[config.mk]
export PLATFORM = sky130hd
export DESIGN_NAME = gpio_grp_irq_top
export DESIGN_NICKNAME = d
export VERILOG_FILES = /design/src/rtl/gpio_grp_pkg.sv /design/src/rtl/gpio_sync.sv /design/src/rtl/gpio_member_sel.sv /design/src/rtl/gpio_grp_core.sv /design/src/rtl/gpio_grp_irq_top.sv
export SDC_FILE = /design/constraint.sdc
export NUM_CORES = 1
export LEC_CHECK = 0
export CAP_MARGIN = 20
export CORE_ASPECT_RATIO = 1.2
export CORE_MARGIN = 4
export CORE_UTILIZATION = 35
export CTS_CLUSTER_DIAMETER = 80
export DETAILED_ROUTE_END_ITERATION = 7
export GPL_ROUTABILITY_DRIVEN = 0
export SKIP_CTS_REPAIR_TIMING = 1
export SYNTH_ARGS = -nofsm -noshare
export SYNTH_HDL_FRONTEND = slang
export SYNTH_HIERARCHICAL = 1
export SYNTH_SLANG_ARGS = --single-unit
[constraint.sdc]
create_clock -name clk -period 2.2 [get_ports clk]
set_input_delay 0.44 -clock clk [delete_from_list [all_inputs] [get_ports clk]]
set_output_delay 0.44 -clock clk [all_outputs]
set_load 0.01 [all_outputs]
[src/rtl/gpio_grp_pkg.sv]
package gpio_grp_pkg;

  // Returns a mask with the lowest n bits set (n saturates at 32).
  function automatic logic [31:0] low_mask(input int unsigned n);
    logic [31:0] m;
    for (int i = 0; i < 32; i++) begin
      m[i] = (i < n);
    end
    return m;
  endfunction

endpackage

[src/rtl/gpio_sync.sv]
module gpio_sync #(
  parameter int W = 16
) (
  input  logic         clk,
  input  logic         rst,
  input  logic [W-1:0] d_i,
  output logic [W-1:0] q_o
);
  logic [W-1:0] s1_q, s2_q;

  always_ff @(posedge clk) begin
    if (rst) begin
      s1_q <= '0;
      s2_q <= '0;
    end else begin
      s1_q <= d_i;
      s2_q <= s1_q;
    end
  end

  assign q_o = s2_q;
endmodule

[src/rtl/gpio_member_sel.sv]
module gpio_member_sel
  import gpio_grp_pkg::*;
#(
  parameter int NPIN = 16,
  parameter int MAXM = 8,
  parameter int SELW = 4,
  parameter int CNTW = 4
) (
  input  logic                 clk,
  input  logic                 rst,
  input  logic [NPIN-1:0]      pins_i,
  input  logic [MAXM*SELW-1:0] sel_i,
  input  logic [MAXM-1:0]      pol_i,
  input  logic [CNTW-1:0]      cnt_i,
  input  logic                 and_i,
  input  logic                 edge_i,
  output logic [MAXM-1:0]      act_o,
  output logic [MAXM-1:0]      valid_o,
  output logic                 and_o,
  output logic                 edge_o
);
  logic [MAXM*SELW-1:0] sel_q;
  logic [MAXM-1:0]      pol_q;
  logic [CNTW-1:0]      cnt_q;
  logic                 and_q, edge_q;

  always_ff @(posedge clk) begin
    if (rst) begin
      sel_q  <= '0;
      pol_q  <= '0;
      cnt_q  <= '0;
      and_q  <= 1'b0;
      edge_q <= 1'b0;
    end else begin
      sel_q  <= sel_i;
      pol_q  <= pol_i;
      cnt_q  <= cnt_i;
      and_q  <= and_i;
      edge_q <= edge_i;
    end
  end

  logic [31:0]     mask_full;
  logic [MAXM-1:0] valid_c;
  logic [MAXM-1:0] act_c;

  always_comb begin
    mask_full = low_mask(32'(cnt_q));
    valid_c   = mask_full[MAXM-1:0];
  end

  for (genvar m = 0; m < MAXM; m++) begin : g_slot
    logic [SELW-1:0] idx;
    logic            raw;
    assign idx = sel_q[m*SELW +: SELW];
    assign raw = (32'(idx) < NPIN) ? pins_i[idx] : 1'b0;
    assign act_c[m] = (raw ~^ pol_q[m]) & valid_c[m];
  end

  always_ff @(posedge clk) begin
    if (rst) begin
      act_o   <= '0;
      valid_o <= '0;
      and_o   <= 1'b0;
      edge_o  <= 1'b0;
    end else begin
      act_o   <= act_c;
      valid_o <= valid_c;
      and_o   <= and_q;
      edge_o  <= edge_q;
    end
  end
endmodule

[src/rtl/gpio_grp_core.sv]
module gpio_grp_core #(
  parameter int MAXM = 8
) (
  input  logic            clk,
  input  logic            rst,
  input  logic [MAXM-1:0] act_i,
  input  logic [MAXM-1:0] valid_i,
  input  logic            and_i,
  input  logic            edge_i,
  input  logic            clr_i,
  output logic            flag_o,
  output logic [MAXM-1:0] cause_o
);
  logic            cond, cond_prev_q, set_evt;
  logic            flag_q;
  logic [MAXM-1:0] cause_q;

  always_comb begin
    if (valid_i == '0)
      cond = 1'b0;
    else if (and_i)
      cond = &(act_i | ~valid_i);
    else
      cond = |(act_i & valid_i);
    set_evt = edge_i ? (cond & ~cond_prev_q) : cond;
  end

  always_ff @(posedge clk) begin
    if (rst) begin
      cond_prev_q <= 1'b0;
      flag_q      <= 1'b0;
      cause_q     <= '0;
    end else begin
      cond_prev_q <= cond;
      flag_q      <= set_evt | (flag_q & ~clr_i);
      cause_q     <= (clr_i ? '0 : cause_q) | (set_evt ? (act_i & valid_i) : '0);
    end
  end

  assign flag_o  = flag_q;
  assign cause_o = cause_q;

  assert_edge_rise_only_R6: assert property (@(posedge clk) disable iff (rst)
    ($rose(flag_q) && $past(edge_i)) |-> ($past(cond) && !$past(cond_prev_q)));

  assert_level_holds_R7: assert property (@(posedge clk) disable iff (rst)
    (!edge_i && cond) |=> flag_q);

  assert_clear_drops_R9: assert property (@(posedge clk) disable iff (rst)
    (clr_i && !set_evt) |=> (!flag_q && cause_q == '0));

  assert_cause_needs_flag_R8: assert property (@(posedge clk) disable iff (rst)
    (cause_q != '0) |-> flag_q);

  assert_rise_has_cause_R8: assert property (@(posedge clk) disable iff (rst)
    $rose(flag_q) |-> (cause_q != '0));

  assert_empty_silent_R5: assert property (@(posedge clk) disable iff (rst)
    (valid_i == '0) |=> !$rose(flag_q));
endmodule

[src/rtl/gpio_grp_irq_top.sv]
module gpio_grp_irq_top #(
  parameter int NPIN = 16,
  parameter int NGRP = 2,
  parameter int MAXM = 8,
  localparam int SELW = (NPIN > 1) ? $clog2(NPIN) : 1,
  localparam int CNTW = $clog2(MAXM + 1)
) (
  input  logic                      clk,
  input  logic                      rst,
  input  logic [NPIN-1:0]           gpio_in,
  input  logic [NGRP*MAXM*SELW-1:0] cfg_sel,
  input  logic [NGRP*MAXM-1:0]      cfg_pol,
  input  logic [NGRP*CNTW-1:0]      cfg_cnt,
  input  logic [NGRP-1:0]           cfg_and,
  input  logic [NGRP-1:0]           cfg_edge,
  input  logic [NGRP-1:0]           clr,
  output logic [NGRP-1:0]           irq_o,
  output logic [NGRP*MAXM-1:0]      cause_o
);
  logic [NPIN-1:0] pins_s;

  gpio_sync #(.W(NPIN)) u_sync (
    .clk (clk),
    .rst (rst),
    .d_i (gpio_in),
    .q_o (pins_s)
  );

  for (genvar g = 0; g < NGRP; g++) begin : g_grp
    logic [MAXM-1:0] act, valid;
    logic            and_m, edge_m;

    gpio_member_sel #(
      .NPIN(NPIN), .MAXM(MAXM), .SELW(SELW), .CNTW(CNTW)
    ) u_sel (
      .clk     (clk),
      .rst     (rst),
      .pins_i  (pins_s),
      .sel_i   (cfg_sel[g*MAXM*SELW +: MAXM*SELW]),
      .pol_i   (cfg_pol[g*MAXM +: MAXM]),
      .cnt_i   (cfg_cnt[g*CNTW +: CNTW]),
      .and_i   (cfg_and[g]),
      .edge_i  (cfg_edge[g]),
      .act_o   (act),
      .valid_o (valid),
      .and_o   (and_m),
      .edge_o  (edge_m)
    );

    gpio_grp_core #(.MAXM(MAXM)) u_core (
      .clk     (clk),
      .rst     (rst),
      .act_i   (act),
      .valid_i (valid),
      .and_i   (and_m),
      .edge_i  (edge_m),
      .clr_i   (clr[g]),
      .flag_o  (irq_o[g]),
      .cause_o (cause_o[g*MAXM +: MAXM])
    );
  end

  assert_reset_quiet_R1: assert property (@(posedge clk)
    $past(rst) |-> (irq_o == '0 && cause_o == '0));
endmodule

==> run metrics <==
initial antenna violation count 0; Port Buf Inserts 129; final hold slack ~0.43 ns; WL per Instance 18.6 um; Worst EP required ~2.5 ns; Setup WS pre-CTS 0.155 ns; Pre-Repair DR Iteration Count 5; I/O pin count 130; row count 58; Final Power 7.23 mW; final core occ a little under half; cells on worst reg2reg path 4; top cells by area in the synthesized netlist dfxtp_1, mux4_1, nor2b_1, mux4_2, a32o_1; drt drc 0; Setup crit start kind flop; hold crit path type flop to flop; total die area ~24000 um2; largest family of logic cells by synthesized area multiplexers; Mean Syn Cell Area 13.8 um2; Max VDD drop 0.000593 V; cells after synthesis 539; vias in the first global route roughly 5200; Cell variety after synth 30; Slew HR 53.8%; worst-path fanout max 16; clk slew on worst S/H paths 0.06 ns; Tightest Pin Transition 0.692 ns; 1st-iter DRT viols 286; most common cell in the netlist dfxtp_1; diode count 0; share of power burned in registers 50.1%; Synth top cells by count dfxtp_1, nor2b_1, mux4_1; number of flops mapped to enable cells by yosys 0; post-synth net total between 600 and 700; sequential cell area fraction in the yosys report 48.5%; clk_skew about 0.010 ns; Synth Area in Simple Gates 14.5%; Max H-tree Level 4; largest net degree at the start of global routing 31; Max Cap Violations 0; Num CTS Buffers 17; Switching Fraction 22.2%; post-route cell area 9630 um2; RSZ-0062 raised after global routing false; async set-reset flop share out of synthesis 0%; GR Util All Layers 15.1%; final HPWL from detailed placement 12500 um; Synth area leader dfxtp_1; fin worst setup slack approximately 0.14 ns; clock network power share 40.2%; fill count 1873; clk_lat worst skew 0.43 ns; Chip Width ~140 um; Final setup viols 0; post-synthesis mux area share 27.3%; Top FF cell, synth dfxtp_1; final worst-path cycle share 93.6%; CTS root buffer clkbuf_16; Post-DRT Antenna Nets 0; layout cell share with drive strength beyond 1 10.1%; internal power 5.63 mW; status finished, final reports clean; PD cells 750 nW/um2; total placed cells including tap cells 931; Via density 5.11; setup_tns 0 ns; # clock sinks 180; final hold violation count 0; core footprint 20900 um2; Die H 168 um; Post-Synth XOR/XNOR Area between 1.5 and 2%; Synth Area in Compound Gates 6.12%; dpl cell area approximately 9100 um2; top-area cell type share of the netlist area between 40 and 50%; kind of critical path flop to flop; synthesized area 7440 um2; Post-Route WL roughly 18000 um; CTS tree built; Nets 792; hold path cells 1; yosys warns 6; crit path time final 2.06 ns; WP data arrival between 2 and 2.5 ns; DR vias 4910; Net Switching 1.60 mW; Post-Synth Adder-Cell Area 0%; worst-case clock buffer depth 2; total of flip-flops plus latches after synthesis 180; Layout area overhead 29.5%; endpoint class of the critical path flop; Non-Filler Instances 960; Peak Freq between 400 and 500 MHz; Initial Util between 30% and 40%; LEAKAGE approximately 3.8 nW; gr ovfl total 0; first-pass GRT wire length around 28000 um; Final Slew Violations 0; Comb pwr share a little under a tenth
==> critical path, cell delays in order (launching register included) <==
cell	delay [ns]
dfxtp_1	0.53
mux4_1	0.60
mux4_2	0.53
xnor2_1	0.14
and2_1	0.14
==> per-layer routing <==
layer  vias up  share of wire (%)  track usage, %
met5         -                  0               0
met4         0                1.2            4.64
met3        20                6.4            4.34
met2       212                 51            26.1
met1      2356                 41            18.0
li1       2322                  -               -
==> flip-flops by register name, indices dropped and copies added, names as in the netlist, 8 cells and up <==
signal and flops:
g_grp.u_sel/sel_q 64, g_grp.u_core/cause_o 16, g_grp.u_sel/act_o 16, g_grp.u_sel/pol_q 16, g_grp.u_sel/valid_o 16, u_sync/q_o 16
u_sync/s1_q 16, g_grp.u_sel/cnt_q 8
==> cell usage in the layout (no fill, tap or decap), types with 12 or more instances in the layout <==
cell type / Yosys / layout
a21oi_1: 14 / 14
a32o_1: 16 / 16
clkbuf_16: 0 / 17
clkdlybuf4s50_1: 0 / 128
dfxtp_1: 180 / 180
inv_1: 18 / 18
mux4_1: 60 / 60
mux4_2: 20 / 20
nor2_1: 12 / 12
nor2b_1: 130 / 130
==> worst paths after layout <==
kind,slack (ns),to,startpoint
max reg2reg,0.14,g_grp[0].u_sel/act_o[4]$_SDFF_PP0_,u_sync/q_o[7]$_SDFF_PP0_
min,0.43,u_sync/q_o[4]$_SDFF_PP0_,u_sync/s1_q[4]$_SDFF_PP0_
max,0.14,g_grp[0].u_sel/act_o[4]$_SDFF_PP0_,u_sync/q_o[7]$_SDFF_PP0_
min reg2reg,0.43,u_sync/q_o[4]$_SDFF_PP0_,u_sync/s1_q[4]$_SDFF_PP0_
==> logic make-up after synthesis <==
group	Yosys count
AND/OR/NAND/NOR	176
XOR/XNOR	16
AO/OA/AOI/OAI	54
multiplexers	80
buffers and inverters	33
flip-flops	180
==> cell type report <==
type / instances / area, um2 / share of cell area, %
Clock inverter: 8 / 104 / 1.08
Sequential cell: 180 / 3600 / 37.4
Inverter: 18 / 67.6 / 0.701
Timing Repair Buffer: 137 / 1360 / 14.1
Clock buffer: 21 / 460 / 4.78
Tap cell: 270 / 338 / 3.51
Multi-Input combinational cell: 326 / 3700 / 38.4
==> power groups by stage <==
| stage | clock, mW | combinational [mW] | sequential (mW) |
|---|---|---|---|
| 5_1_grt | 3.11 | 0.755 | 3.65 |
| 4_1_cts | 2.97 | 0.705 | 3.63 |
| 3_3_place_gp | 0 | 0.690 | 3.69 |
| 2_1_floorplan | 0 | 0.412 | 3.62 |
| 6_report | 2.91 | 0.696 | 3.63 |
| 3_5_place_dp | 0 | 0.703 | 3.70 |
Note: power is estimated with default switching activity, not from simulation.
